<file path="src/rtl/row_time_pkg.sv">
package row_time_pkg;

  typedef enum logic [3:0] {
    ST_IDLE, ST_R1, ST_R2, ST_R3, ST_R4, ST_R5, ST_R6, ST_SPIN,
    ST_RF1, ST_RF2, ST_RF3, ST_COLW, ST_DRN, ST_HIZ
  } rowState_e;

  localparam logic [1:0] CMD_RW     = 2'b00;
  localparam logic [1:0] CMD_PREALL = 2'b01;
  localparam logic [1:0] CMD_MODE   = 2'b10;

  typedef struct packed {
    logic [2:0] code;
    logic       sdram;
    logic       refresh;
    logic       write;
    logic       pipeWr;
    logic [1:0] cmd;
  } cycCfg_t;

  typedef struct packed {
    rowState_e nxt;
    logic      loadCfg;
    logic      faultHit;
  } rowStrobes_t;

endpackage

</file>
<file path="src/rtl/row_time_ctrl.sv">
module row_time_ctrl
  import row_time_pkg::*;
(
  input  logic        clk,
  input  logic        rstN,
  input  logic        accReq,
  input  logic        hostReq,
  input  logic        abortReq,
  input  logic        spinReq,
  input  logic        colDone,
  input  logic        faultN,
  input  logic        readyN,
  input  logic        retryN,
  input  cycCfg_t     cfgQ,
  input  cycCfg_t     cfgIn,
  output rowStrobes_t strb,
  output rowState_e   curState
);

  rowState_e stateQ, stateD;
  cycCfg_t   cfgUse;
  logic      needR5, needDrain, hitFault;

  // during the accept edge the fresh configuration is the one that counts
  assign cfgUse    = (stateQ == ST_IDLE) ? cfgIn : cfgQ;
  assign needR5    = cfgUse.sdram || !cfgUse.code[2] || (cfgUse.code[2:1] == 2'b11);
  assign needDrain = !cfgUse.refresh &&
                     (cfgUse.sdram ||
                      (cfgUse.pipeWr && cfgUse.write && cfgUse.code[2:1] == 2'b10));

  function automatic rowState_e afterRow(input cycCfg_t c, input logic spin);
    if (spin)                     return ST_SPIN;
    else if (!c.refresh)          return ST_COLW;
    else if (c.code[2:1] == 2'b11) return ST_RF1;
    else                          return ST_RF3;
  endfunction

  always_comb begin
    stateD   = stateQ;
    hitFault = 1'b0;
    unique case (stateQ)
      ST_IDLE: begin
        if (hostReq)     stateD = ST_HIZ;
        else if (accReq) stateD = ST_R1;
      end
      ST_HIZ:  stateD = hostReq ? ST_HIZ : ST_IDLE;
      ST_R1:   stateD = ST_R2;
      ST_R2:   stateD = ST_R3;
      ST_R3: begin
        if (!faultN) begin
          stateD   = ST_IDLE;
          hitFault = 1'b1;
        end
        else if (!retryN)            stateD = ST_R1;
        else if (!readyN)            stateD = ST_R3;
        else if (cfgUse.code == 3'b111) stateD = ST_R4;
        else if (needR5)             stateD = ST_R5;
        else                         stateD = ST_R6;
      end
      ST_R4:   stateD = !retryN ? ST_R1 : ST_R5;
      ST_R5:   stateD = ST_R6;
      ST_R6: begin
        if (!retryN)      stateD = ST_R1;
        else if (!readyN) stateD = ST_R6;
        else              stateD = afterRow(cfgUse, spinReq);
      end
      ST_SPIN: stateD = !retryN ? ST_R1 : afterRow(cfgUse, spinReq);
      ST_RF1:  stateD = !retryN ? ST_R1 :
                        (cfgUse.code == 3'b111) ? ST_RF2 : ST_RF3;
      ST_RF2:  stateD = !retryN ? ST_R1 : ST_RF3;
      ST_RF3:  stateD = !retryN ? ST_R1 : ST_IDLE;
      ST_COLW: begin
        if (colDone) stateD = needDrain ? ST_DRN : ST_IDLE;
      end
      ST_DRN:  stateD = ST_IDLE;
      default: stateD = ST_IDLE;
    endcase
    // abort overrides every wait, retry and fault decision inside an access
    if (abortReq && stateQ != ST_IDLE && stateQ != ST_HIZ) begin
      stateD   = ST_R1;
      hitFault = 1'b0;
    end
  end

  always_ff @(posedge clk or negedge rstN) begin
    if (!rstN) stateQ <= ST_IDLE;
    else       stateQ <= stateD;
  end

  assign strb.nxt      = stateD;
  assign strb.loadCfg  = (stateQ == ST_IDLE) && (stateD == ST_R1);
  assign strb.faultHit = hitFault;
  assign curState      = stateQ;

endmodule

</file>
<file path="src/rtl/row_time_dp.sv">
module row_time_dp
  import row_time_pkg::*;
#(
  parameter int ADDR_W = 16,
  parameter int STAT_W = 6,
  parameter int CAS_W  = 4
) (
  input  logic              clk,
  input  logic              rstN,
  input  rowStrobes_t       strb,
  input  cycCfg_t           cfgIn,
  input  logic [ADDR_W-1:0] rowAddr,
  input  logic [STAT_W-1:0] cycType,
  input  logic [STAT_W-1:0] actCode,
  output cycCfg_t           cfgQ,
  output logic [ADDR_W-1:0] addrOut,
  output logic [STAT_W-1:0] statusOut,
  output logic              rasN,
  output logic [CAS_W-1:0]  casN,
  output logic              weN,
  output logic              dbenN,
  output logic              rlN,
  output logic              dataDir,
  output logic              colStart,
  output logic              faultOut,
  output logic [3:0]        oeVec
);

  localparam int OE_N = 4;

  cycCfg_t           cfgN;
  logic [STAT_W-1:0] typeQ, typeN;
  rowState_e         n;
  logic inAcc, fromR3, rasLow, casLow, weLow, dbenLow, relBus;

  assign n     = strb.nxt;
  assign cfgN  = strb.loadCfg ? cfgIn : cfgQ;
  assign typeN = strb.loadCfg ? cycType : typeQ;

  always_comb begin
    inAcc   = !(n inside {ST_IDLE, ST_R1, ST_HIZ});
    fromR3  = inAcc && (n != ST_R2);
    dbenLow = n inside {ST_R3, ST_R4, ST_R5};
    relBus  = (n == ST_HIZ);
    if (cfgN.sdram) begin
      rasLow = (n == ST_R5) || (n == ST_DRN);
      casLow = (n == ST_R5) && (cfgN.refresh || cfgN.cmd == CMD_MODE);
      weLow  = ((n == ST_R5) && (cfgN.cmd == CMD_PREALL || cfgN.cmd == CMD_MODE)) ||
               (n == ST_DRN);
    end else begin
      rasLow = n inside {ST_R5, ST_R6, ST_SPIN, ST_RF1, ST_RF2, ST_RF3, ST_COLW, ST_DRN};
      casLow = cfgN.refresh
             ? (n inside {ST_R3, ST_R4, ST_R5, ST_R6, ST_SPIN, ST_RF1, ST_RF2, ST_RF3})
             : (n == ST_DRN);
      weLow  = cfgN.write && !cfgN.refresh && fromR3;
    end
  end

  always_ff @(posedge clk or negedge rstN) begin
    if (!rstN) begin
      cfgQ    <= '0;
      typeQ   <= '0;
      addrOut <= '0;
    end else if (strb.loadCfg) begin
      cfgQ    <= cfgIn;
      typeQ   <= cycType;
      addrOut <= rowAddr;
    end
  end

  always_ff @(posedge clk or negedge rstN) begin
    if (!rstN) begin
      rasN      <= 1'b1;
      casN      <= '1;
      weN       <= 1'b1;
      dbenN     <= 1'b1;
      rlN       <= 1'b1;
      dataDir   <= 1'b0;
      colStart  <= 1'b0;
      faultOut  <= 1'b0;
      statusOut <= '0;
    end else begin
      rasN     <= !rasLow;
      casN     <= {CAS_W{!casLow}};
      weN      <= !weLow;
      dbenN    <= !dbenLow;
      rlN      <= !inAcc;
      dataDir  <= inAcc && cfgN.write;
      colStart <= (n == ST_COLW);
      faultOut <= strb.faultHit;
      if (n == ST_RF1 || n == ST_RF3) statusOut <= actCode;
      else if (n != ST_RF2)           statusOut <= typeN;
    end
  end

  // one enable register per tri-stated strobe
  for (genvar g = 0; g < OE_N; g++) begin : g_oe
    always_ff @(posedge clk or negedge rstN) begin
      if (!rstN) oeVec[g] <= 1'b1;
      else       oeVec[g] <= !relBus;
    end
  end

endmodule

</file>
<file path="src/rtl/row_time_seq.sv">
module row_time_seq
  import row_time_pkg::*;
#(
  parameter int ADDR_W = 16,
  parameter int STAT_W = 6,
  parameter int CAS_W  = 4
) (
  input  logic              clk,
  input  logic              rstN,
  input  logic              accReq,
  input  logic [ADDR_W-1:0] rowAddr,
  input  logic [STAT_W-1:0] cycType,
  input  logic [STAT_W-1:0] actCode,
  input  logic [2:0]        timingCode,
  input  logic              sdramDev,
  input  logic              refreshCyc,
  input  logic              writeCyc,
  input  logic              pipeWrite,
  input  logic [1:0]        sdramCmd,
  input  logic              faultN,
  input  logic              readyN,
  input  logic              retryN,
  input  logic              abortReq,
  input  logic              hostReq,
  input  logic              spinReq,
  input  logic              colDone,
  output logic [ADDR_W-1:0] addrOut,
  output logic [STAT_W-1:0] statusOut,
  output logic              rasN,
  output logic [CAS_W-1:0]  casN,
  output logic              weN,
  output logic              dbenN,
  output logic              rlN,
  output logic              dataDir,
  output logic              colStart,
  output logic              faultOut,
  output logic              rasOe,
  output logic              casOe,
  output logic              weOe,
  output logic              dbenOe
);

  cycCfg_t     cfgIn, cfgQ;
  rowStrobes_t strb;
  rowState_e   curState;
  logic [3:0]  oeVec;

  assign cfgIn = '{code: timingCode, sdram: sdramDev, refresh: refreshCyc,
                   write: writeCyc, pipeWr: pipeWrite, cmd: sdramCmd};

  row_time_ctrl ctrl_i (
    .clk(clk), .rstN(rstN), .accReq(accReq), .hostReq(hostReq),
    .abortReq(abortReq), .spinReq(spinReq), .colDone(colDone),
    .faultN(faultN), .readyN(readyN), .retryN(retryN),
    .cfgQ(cfgQ), .cfgIn(cfgIn), .strb(strb), .curState(curState)
  );

  row_time_dp #(.ADDR_W(ADDR_W), .STAT_W(STAT_W), .CAS_W(CAS_W)) dp_i (
    .clk(clk), .rstN(rstN), .strb(strb), .cfgIn(cfgIn),
    .rowAddr(rowAddr), .cycType(cycType), .actCode(actCode),
    .cfgQ(cfgQ), .addrOut(addrOut), .statusOut(statusOut),
    .rasN(rasN), .casN(casN), .weN(weN), .dbenN(dbenN), .rlN(rlN),
    .dataDir(dataDir), .colStart(colStart), .faultOut(faultOut),
    .oeVec(oeVec)
  );

  assign rasOe  = oeVec[0];
  assign casOe  = oeVec[1];
  assign weOe   = oeVec[2];
  assign dbenOe = oeVec[3];

endmodule

</file>
<file path="config.mk">
export PLATFORM = sky130hd
export DESIGN_NAME = row_time_seq
export DESIGN_NICKNAME = d
export VERILOG_FILES = /design/src/rtl/row_time_pkg.sv /design/src/rtl/row_time_ctrl.sv /design/src/rtl/row_time_dp.sv /design/src/rtl/row_time_seq.sv
export SDC_FILE = /design/constraint.sdc
export NUM_CORES = 1
export LEC_CHECK = 0
export CAP_MARGIN = 20
export CORE_ASPECT_RATIO = 0.9
export CORE_MARGIN = 2
export CORE_UTILIZATION = 65
export CTS_CLUSTER_SIZE = 30
export DETAILED_ROUTE_END_ITERATION = 12
export DONT_BUFFER_PORTS = 1
export MAX_ROUTING_LAYER = met4
export PLACE_DENSITY = 0.91
export SYNTH_ARGS = -nofsm -noshare
export SYNTH_HDL_FRONTEND = slang
export SYNTH_SLANG_ARGS = --single-unit
</file>
<file path="constraint.sdc">
create_clock -name clk -period 7.4 [get_ports clk]
set_input_delay 0.37 -clock clk [delete_from_list [all_inputs] [get_ports clk]]
set_output_delay 0.37 -clock clk [all_outputs]
set_load 0.01 [all_outputs]
</file>
==> out/summary.txt, run 1 <==
Initial core utilization - 68.1%
Commonest non-fill, non-tap cell in the layout - dfrtp_1
Max Cap Viol - 0
TritonCTS buffer count - 5
Sequential cell area fraction in the yosys report - 45.1%
CTS H-Tree Depth - 2
Final Hold Viols - 0
Clock sinks - 50
Die footprint - 4840 sq um
WL met3 - 620 microns
Hold crit path type - input port to flop
Post-detail-place hpwl - 4440 microns
Design Power - 1370 uW
Critical Path, Cell by Cell - inv_1 > ha_1 > nor3b_2 > mux2i_1 > a2bb2oi_1 > a21bo_2 > nor2_2 > buf_4 > mux2_1 > ha_1 > inv_1 > o211ai_1 > a22oi_1 > a32oi_1
Final-report setup violation count - 0
Tmin final - 3.41 ns
Placer Congestion - 0.968
CTS tree - yes
Cells after Synth - 268
Row Count - 22
Number of buffers added on ports - 0
Critical Path AT - 3.65 ns
First-pass GRT wire length - 9860 microns
Largest net degree at the start of global routing - 51
Outcome - finished clean
Number of global-route vias before repair - 2,017
Metal-1 WL - 2610 microns
Max Fclk - 293 MHz
RSZ-0062 raised after global routing - no
Avg WL per Cell - 20.2 microns
Initial DRT Pass Iterations - 5
Initial antenna violation count - 0
Final Cycle Share - 46.1%
Pwr dens - 477 nW/um^2
Worst setup EP type - flop
Post-route DRC violation count - 0
Worst-skew pair later-pin latency - 0.31 ns
Count of warnings emitted by yosys - 0
Max layer used - met4
IR drop worst, VDD - 0.251 mV
Top FF cell, synth - dfrtp_1
Async set or reset register ratio after synthesis - 100%
# diodes - 0
Delay-heaviest family, CP - compound AO/OA/AOI/OAI gates
Final TNS setup - 0 ns
Chip width - 73.1 microns
Setup bufs post-CTS - 0
Max_slew headroom - 57.0%
Reg clk slew, reported paths - 0.10 ns
Worst slew pin tran - 0.645 ns
CP max stage delay - 0.43 ns
Core footprint - 4100 sq um
Worst-path maximum fanout - 31
CTS root buf - clkbuf_8
Overflow after GRT - 0
Slew Limit Fails - 0
Final core utilization - 70.2%
Library cells used by synthesis - 64
Register bit total from synthesis - 50
DRT iter0 DRCs - 344
Leak pwr - 0.00119 uW
Crit path kind - flop to flop
Synth-to-Final Area Change - 3.00%
Ports - 84
EDFF count, synth - 0
Layout Nets - 313
DR vias/cell - 6.95
Bufs and invs on worst path - 3
Die Y - 66.2 microns
Worst Path Required - 7.63 ns
Avg Inst Size Synth - 10.4 sq um
Syn Std Cell Area - 2790 sq um
Worst Clk Skew - 0.00931 ns
Post-Syn Nets - 320
Share of cells above drive strength 1 - 14.1%
Met2 wire length - 2960 microns
Final wirelength - 6250 microns
Gr usage total - 27.9%
CP Launch Type - flop
Antenna Nets Post-Route - 0
CP max stage cell - dfrtp_1
Most frequent cells in the layout - dfrtp_1 (44), o21ai_0 (20), mux2_1 (19), nand2_1 (16), nor2_1 (15)
CTS max path bufs - 2
Vias - 2,155
-- per-layer routing --
metal	GRT usage (%)	vias up
met5	-	-
met4	8.10	0
met3	7.47	10
met2	39.5	150
met1	39.7	1038
li1	-	957
-- state kept, by name (all words and copies together), names as in the netlist --
signal,count
ctrl_i.curState,4
dp_i.addrOut,16
dp_i.casN,1
dp_i.cfgQ,9
dp_i.colStart,1
dp_i.dataDir,1
dp_i.dbenN,1
dp_i.faultOut,1
dp_i.oeVec,1
dp_i.rasN,1
dp_i.rlN,1
dp_i.statusOut,6
dp_i.typeQ,6
dp_i.weN,1
-- report_power, final --
part	switching [uW]	internal [uW]	total, uW	leakage [uW]
registers	145	411	556	0.000601
clock network	91.3	66.9	158	0.0000452
logic	370	288	658	0.000547
total	607	766	1370	0.00119
-- worst paths after layout --
| kind | cells past startpoint | endpoint | from | slack (ns) |
|---|---|---|---|---|
| setup / recovery | 14 | dp_i.weN$_DFF_PN1_ | ctrl_i.curState[2]$_DFF_PN0_ | 3.99 |
| max in group asynchronous | 2 | dp_i.dbenN$_DFF_PN1_ | rstN | 6.52 |
| setup reg to reg | 14 | dp_i.weN$_DFF_PN1_ | ctrl_i.curState[2]$_DFF_PN0_ | 3.99 |
| hold / removal | 1 | dp_i.faultOut$_DFF_PN0_ | abortReq | 0.12 |
| min in group asynchronous | 2 | dp_i.cfgQ[4]$_DFF_PN0_ | rstN | 0.60 |
| hold reg to reg | 1 | dp_i.cfgQ[2]$_DFFE_PN0N_ | dp_i.cfgQ[2]$_DFFE_PN0N_ | 0.50 |
-- cells by family (layout without fill, tap and decap cells) --
logic type,count (synthesis),in the layout,share of synthesized area [%]
buf+inv,30,24,5.73
compound gates,69,69,18.1
fa+ha+maj,5,5,2.24
flops,50,50,45.1
simple gates,85,85,16.8
mux,29,29,12.0
-- timing repair --
action | 4_1_cts | 5_1_grt
resized for setup | 0 | 0
endpoints found under the hold margin | 50 | 0
hold buffers | 2 | 0
setup endpoints to repair | 0 | 0
-- through the flow --
stage / instance area [sq um] / cells / hold WS, ns / worst slack, ns
after floorplan: 2790 / 268 / 0.0744 / 4.27
after global placement: 2750 / 300 / 0.0753 / 4.12
after detailed placement: 2750 / 300 / 0.0754 / 4.00
after CTS: 2880 / 310 / 0.122 / 3.99
after global routing: 2880 / 310 / 0.122 / 3.69
final: 2880 / 310 / 0.123 / 3.99
-- synth_stat cells, drive strengths merged, types with 4 or more instances --
master / instances / share of area, %
nand2: 17 / 2.4
buf: 15 / 3.7
nor2b: 6 / 1.3
ha: 5 / 2.2
a21oi: 11 / 2.0
nor3: 7 / 1.3
nand3: 10 / 1.8
mux2: 27 / 11
nand2b: 6 / 1.3
o21ai: 21 / 3.8
o221a: 6 / 2.4
nor2: 16 / 2.2
and2: 4 / 0.90
dfstp: 6 / 5.6
dfrtp: 44 / 39
inv: 12 / 1.6
-- layout make-up --
class / count / area (sq um)
Timing Repair Buffer: 4 / 52.6
Inverter: 12 / 45.0
Multi-Input combinational cell: 188 / 1380
Sequential cell: 50 / 1260
Clock buffer: 6 / 72.6
Tap cell: 48 / 60.1
Clock inverter: 2 / 13.8
Fill cell: 302 / 1220
No activity file was read; power rests on OpenSTA's default activity.
==> run 2, diff against run 1 <==
- CORE_UTILIZATION: 65 -> 63
- PLACE_DENSITY: 0.91 -> 0.89
- clock period: 7.4 -> 3.25 ns (I/O delays scaled with it)
==> run 2 against run 1 <==
Effect of this change:
- the run now ends with negative hold slack left
- cell count up 14%
- power up 150%
- clock skew about the same
- combinational power up 150%
- global-route usage up 3.8 points
- count of clock-buffer cells in the layout down 1
- routed wire length up 20%
- sequential power up 130%
- fmax up 11%
- via count up 8.9%
- sequential share of layout area down 4.6 points
- non-clock buffer count up 29
- largest power group unchanged
==> out/summary.txt, run 2 (synthesis gave the netlist of run 1 again) <==
Avg WL per Cell - 21.3 microns
Reg area - 1260 sq um
Worst r2r dst - dp_i.weN$_DFF_PN1_
Fillers - 267
First-pass GRT wire length - 11,300 microns
Clock share of power - 13.9%
Worst setup EP type - flop
Failing checks - negative hold slack
Leak pwr - 0.00133 uW
Tmin final - 3.09 ns
Initial antenna violation count - 1
Share of cells above drive strength 1 - 15.8%
Hold WS - -0.00353 ns
Worst-skew pair later-pin latency - 0.31 ns
Net Sw Power - 1500 uW
Final Hold Viols - 2
Ports - 84
Clock sinks - 50
Reg with most FFs - dp_i.addrOut
CTS root buf - clkbuf_8
Slew Limit Fails - 0
Reg2Reg Depth - 10
RSZ-0062 raised after global routing - no
DRT iter0 DRCs - 357
Outcome - complete, but fails checks
Post-route DRC violation count - 0
Final-report setup violation count - 0
Synth-to-Final Area Change - 15.2%
Max FFs per register - 16
Internal Power - 1900 uW
Initial DRT Pass Iterations - 5
Chip width - 74.2 microns
Worst Clk Skew - 0.00886 ns
CP Launch Type - flop
CP max stage delay - 0.73 ns
Vias - 2,346
Hold-critical path depth - 1
Largest net degree at the start of global routing - 51
CP max stage cell - dfrtp_1
Setup WS post-layout - 0.164 ns
Final Cycle Share - 94.9%
Reg2reg start - ctrl_i.curState[0]$_DFF_PN0_
Top Registers - dp_i.addrOut (16), dp_i.cfgQ (9)
Critical Path AT - 3.32 ns
Final wirelength - 7500 microns
Placed Instances - 317
Placer Congestion - 1.05
CTS tree - yes
Reg2reg setup slack - 0.16 ns
Commonest non-fill, non-tap cell in the layout - dfrtp_1
Worst slew pin tran - 0.595 ns
Post-detail-place hpwl - 4770 microns
Max Cap Viol - 0
Reg clk slew, reported paths - 0.11 ns
CTS max path bufs - 2
Switching power share of the total - 44.2%
Combinational group share of total power - 48.2%
Final core utilization - 77.4%
IR drop worst, VDD - 0.751 mV
Die Y - 67.2 microns
Finished Layout Cells - 352
Overflow after GRT - 0
Multi-input gate area - 1390 sq um
Antenna Nets Post-Route - 0
Die footprint - 4980 sq um
Hold Path Origin - rowAddr[0]
Most frequent cells in the layout - dfrtp_1 (44), dlygate4sd3_1 (24), o21ai_0 (20), mux2_1 (19), nand2_1 (16)
Core footprint - 4160 sq um
Setup Slack @ Placement - 0.136 ns
Layout Nets - 342
Gr usage total - 31.7%
Critical Path, Cell by Cell - nand2_2 > or4b_1 > a31oi_4 > nor2_4 > mux2_1 > ha_1 > inv_1 > o211ai_1 > a22oi_1 > a32oi_1
Number of global-route vias before repair - 2,296
Initial core utilization - 67.2%
Pwr dens - 1060 nW/um^2
DR vias/cell - 6.66
Max Fclk - 324 MHz
Hold crit path type - input port to flop
Number of buffers added on ports - 0
CTS H-Tree Depth - 2
TritonCTS buffer count - 5
Row Count - 22
Worst-path maximum fanout - 16
Max_slew headroom - 60.2%
Crit path kind - flop to flop
Worst Path Required - 3.48 ns
Hold Path Sink - dp_i.addrOut[0]$_DFFE_PN0N_
Seq pwr share - 37.9%
Final TNS setup - 0 ns
-- run 2: changes by cell type in the layout (fill, tap and decap cells not counted), sizes merged --
cell	previous run	this run
dlygate4sd3	1	24
buf	3	9
clkinv	2	0
bufinv	0	1
clkbuf	6	5
clkinvlp	0	1
diode	0	1
inv	12	13
-- run 2: worst max-delay path: cells and delay by family (launching register included) --
kind / cells / cell delay, ns
adders and majority gates: 1 / 0.28
muxes: 1 / 0.34
DFF: 1 / 0.73
AOI/OAI and AO/OA: 4 / 0.64
and+or+nand+nor: 3 / 0.96
buffers and inverters: 1 / 0.06
-- run 2: what timing repair did --
action | CTS | global route
gates resized for setup | 0 | 4
setup buffers | 0 | 1
hold endpoints to repair | 69 | 3
hold buffers | 22 | 3
endpoints found under the setup margin | 0 | 5
-- run 2: how the worst max path moves through the flow --
stage	from	slack [ns]	end
2_1_floorplan	ctrl_i.curState[2]$_DFF_PN0_	0.12	dp_i.weN$_DFF_PN1_
3_3_place_gp	ctrl_i.curState[2]$_DFF_PN0_	0.27	dp_i.weN$_DFF_PN1_
3_5_place_dp	ctrl_i.curState[2]$_DFF_PN0_	0.14	dp_i.weN$_DFF_PN1_
4_1_cts	ctrl_i.curState[2]$_DFF_PN0_	0.12	dp_i.weN$_DFF_PN1_
5_1_grt	ctrl_i.curState[0]$_DFF_PN0_	0.02	dp_i.weN$_DFF_PN1_
6_report	ctrl_i.curState[0]$_DFF_PN0_	0.16	dp_i.weN$_DFF_PN1_
-- run 2: per-stage QoR --
stage / area, sq um / total power, uW / hold WS [ns]
6_report: 3220 / 3400 / -0.00353
3_5_place_dp: 2810 / 2770 / -0.132
4_1_cts: 3160 / 3280 / 0.00382
5_1_grt: 3220 / 3600 / -0.00582
3_3_place_gp: 2810 / 2740 / -0.132
2_1_floorplan: 2790 / 2440 / -0.133
-- run 2: metal layers --
metal | part of all wire [%] | global-route usage (%) | wire, microns | vias up
met5 | 0 | - | 0 | -
met4 | 1.2 | 8.41 | 87 | 0
met3 | 12 | 9.40 | 875 | 14
met2 | 48 | 48.9 | 3590 | 168
met1 | 39 | 41.2 | 2950 | 1140
li1 | - | - | - | 1024
-- run 2: layout make-up --
class / instances / area share [%]
Clock buffer: 5 / 2.14
Sequential cell: 50 / 39.1
Tap cell: 60 / 2.33
Antenna cell: 1 / 0.0778
Timing Repair Buffer: 33 / 10.2
Multi-Input combinational cell: 188 / 43.2
Clock inverter: 3 / 1.52
Inverter: 12 / 1.40
-- run 2: power by group through the flow --
stage / clock [uW] / combinational (uW) / sequential (uW)
detailed placement: 0 / 1500 / 1280
finish: 473 / 1640 / 1290
global route: 503 / 1770 / 1330
CTS: 462 / 1550 / 1270
global placement: 0 / 1480 / 1270
floorplan: 0 / 1270 / 1170
==> run 3, diff against run 2 <==
- CELL_PAD_IN_SITES_DETAIL_PLACEMENT: default -> 0
- CELL_PAD_IN_SITES_GLOBAL_PLACEMENT: default -> 1
- CORE_UTILIZATION: 63 -> 48
==> run 3 against run 2 <==
Effect of this change:
- the flow now finishes without violations
- die area rose by 29%
- sequential power shrank 3%
- hold slack better by 0.016 ns
- cell count rose by 0.85%
- worst setup slack better by 0.089 ns
- clock skew down 0.0043 ns
- count of clock-buffer cells in the layout rose by 2
- highest routed layer unchanged
==> out/summary.txt, run 3 (synthesis gave the netlist of run 1 again) <==
RSZ-0062 raised after global routing - no
Antenna Nets Post-Route - 0
Pwr dens - 1030 nW/um^2
Overflow after GRT - 0
Die footprint - 6450 sq um
First-pass GRT wire length - 10,800 microns
Final wirelength - 6530 microns
Number of buffers added on ports - 0
Leak pwr - 0.00130 uW
Number of global-route vias before repair - 2,148
Reg with most FFs - dp_i.addrOut
TritonCTS buffer count - 5
Vias - 2,110
Ports - 84
Chip width - 84.4 microns
Post-route DRC violation count - 0
Worst Path Required - 3.47 ns
Crit path kind - flop to flop
Hold crit path type - input port to flop
Max FFs per register - 16
Synth-to-Final Area Change - 13.0%
Worst setup EP type - flop
Largest net degree at the start of global routing - 51
Reg clk slew, reported paths - 0.09 ns
Critical Path AT - 3.22 ns
Slew Limit Fails - 0
# diodes - 0
DR vias/cell - 5.94
Die Y - 76.4 microns
Top Registers - dp_i.addrOut (16), dp_i.cfgQ (9)
CTS H-Tree Depth - 2
Tmin final - 3.00 ns
CP Launch Type - flop
CTS max path bufs - 2
Row Count - 26
Worst Clk Skew - 0.00458 ns
Initial DRT Pass Iterations - 4
Final-report setup violation count - 0
IR drop worst, VDD - 0.545 mV
Share of cells above drive strength 1 - 14.7%
Max Fclk - 334 MHz
Outcome - finished clean
Layout Nets - 336
Initial antenna violation count - 0
Commonest non-fill, non-tap cell in the layout - dfrtp_1
Max Cap Viol - 0
Clock sinks - 50
Placer Congestion - 0.869
Setup WS post-layout - 0.253 ns
Avg WL per Cell - 18.4 microns
Most frequent cells in the layout - dfrtp_1 (44), o21ai_0 (20), mux2_1 (19), dlygate4sd3_1 (19), nand2_1 (16)
Final Cycle Share - 92.2%
Worst-path maximum fanout - 8
Gr usage total - 21.6%
Worst slew pin tran - 0.779 ns
CTS root buf - clkbuf_8
Initial core utilization - 49.4%
Setup Slack @ Placement - 0.156 ns
Post-detail-place hpwl - 4850 microns
CTS tree - yes
DRT iter0 DRCs - 149
Final Hold Viols - 0
Max_slew headroom - 47.5%
Core footprint - 5660 sq um
Setup bufs post-CTS - 0
Worst-skew pair later-pin latency - 0.30 ns
Final TNS setup - 0 ns
## run 3: where the power goes
part	internal [uW]	total, uW	switching, uW
Sequential	937	1250	318
Combinational	713	1580	864
Clock	230	420	190
## run 3: critical path, cell delays in order (launching register included)
cell and delay (ns):
dfrtp_1 0.43, inv_1 0.10, ha_1 0.29, nand2_1 0.10, or4b_1 0.63, a31oi_4 0.29
nor2_4 0.07, mux2_1 0.34, ha_1 0.28, inv_1 0.06, o211ai_1 0.07, a22oi_1 0.18
a32oi_1 0.08
## run 3: layer usage
layer  vias to the layer above  wire length (microns)  global-route usage, %
met3                         7                    551                   6.83
met5                         -                      0                      -
li1                       1013                      -                      -
met1                       999                   2770                   28.7
met2                        91                   3160                   32.9
met4                         0                     45                   4.76
## run 3: repair_timing
| action | 4_1_cts | 5_1_grt |
|---|---|---|
| resized for setup | 0 | 2 |
| setup endpoints to repair | 0 | 5 |
| hold buffers | 16 | 4 |
| hold endpoints to repair | 63 | 4 |
## run 3: final timing paths
| path | to | cells after the start | from | slack (ns) |
|---|---|---|---|---|
| min in group asynchronous | dp_i.addrOut[13]$_DFFE_PN0N_ | 2 | rstN | 0.38 |
| max in group asynchronous | dp_i.rasN$_DFF_PN1_ | 2 | rstN | 2.58 |
| max | dp_i.weN$_DFF_PN1_ | 12 | ctrl_i.curState[2]$_DFF_PN0_ | 0.25 |
| min | dp_i.addrOut[5]$_DFFE_PN0N_ | 1 | rowAddr[5] | 0.01 |
| max reg2reg | dp_i.weN$_DFF_PN1_ | 12 | ctrl_i.curState[2]$_DFF_PN0_ | 0.25 |
| min reg2reg | dp_i.cfgQ[2]$_DFFE_PN0N_ | 1 | dp_i.cfgQ[2]$_DFFE_PN0N_ | 0.50 |
## run 3: per-stage QoR
| step | cell area [sq um] | hold slack, ns | cells | power (uW) | utilization [%] |
|---|---|---|---|---|---|
| CTS | 3110 | 0.00198 | 351 | 3240 | 54.9 |
| global route | 3160 | -0.00158 | 355 | 3530 | 55.8 |
| finish | 3160 | 0.0120 | 355 | 3250 | 55.8 |
| detailed placement | 2820 | -0.132 | 327 | 2780 | 49.9 |
| floorplan | 2790 | -0.133 | 268 | 2440 | - |
| global placement | 2820 | -0.132 | 327 | 2750 | 49.9 |
## run 3: cell type report
cell class	instances	area (sq um)
Inverter	12	45.0
Clock buffer	7	76.3
Tap cell	70	87.6
Fill cell	483	2500
Sequential cell	50	1260
Clock inverter	1	30.0
Multi-Input combinational cell	188	1390
Timing Repair Buffer	27	270
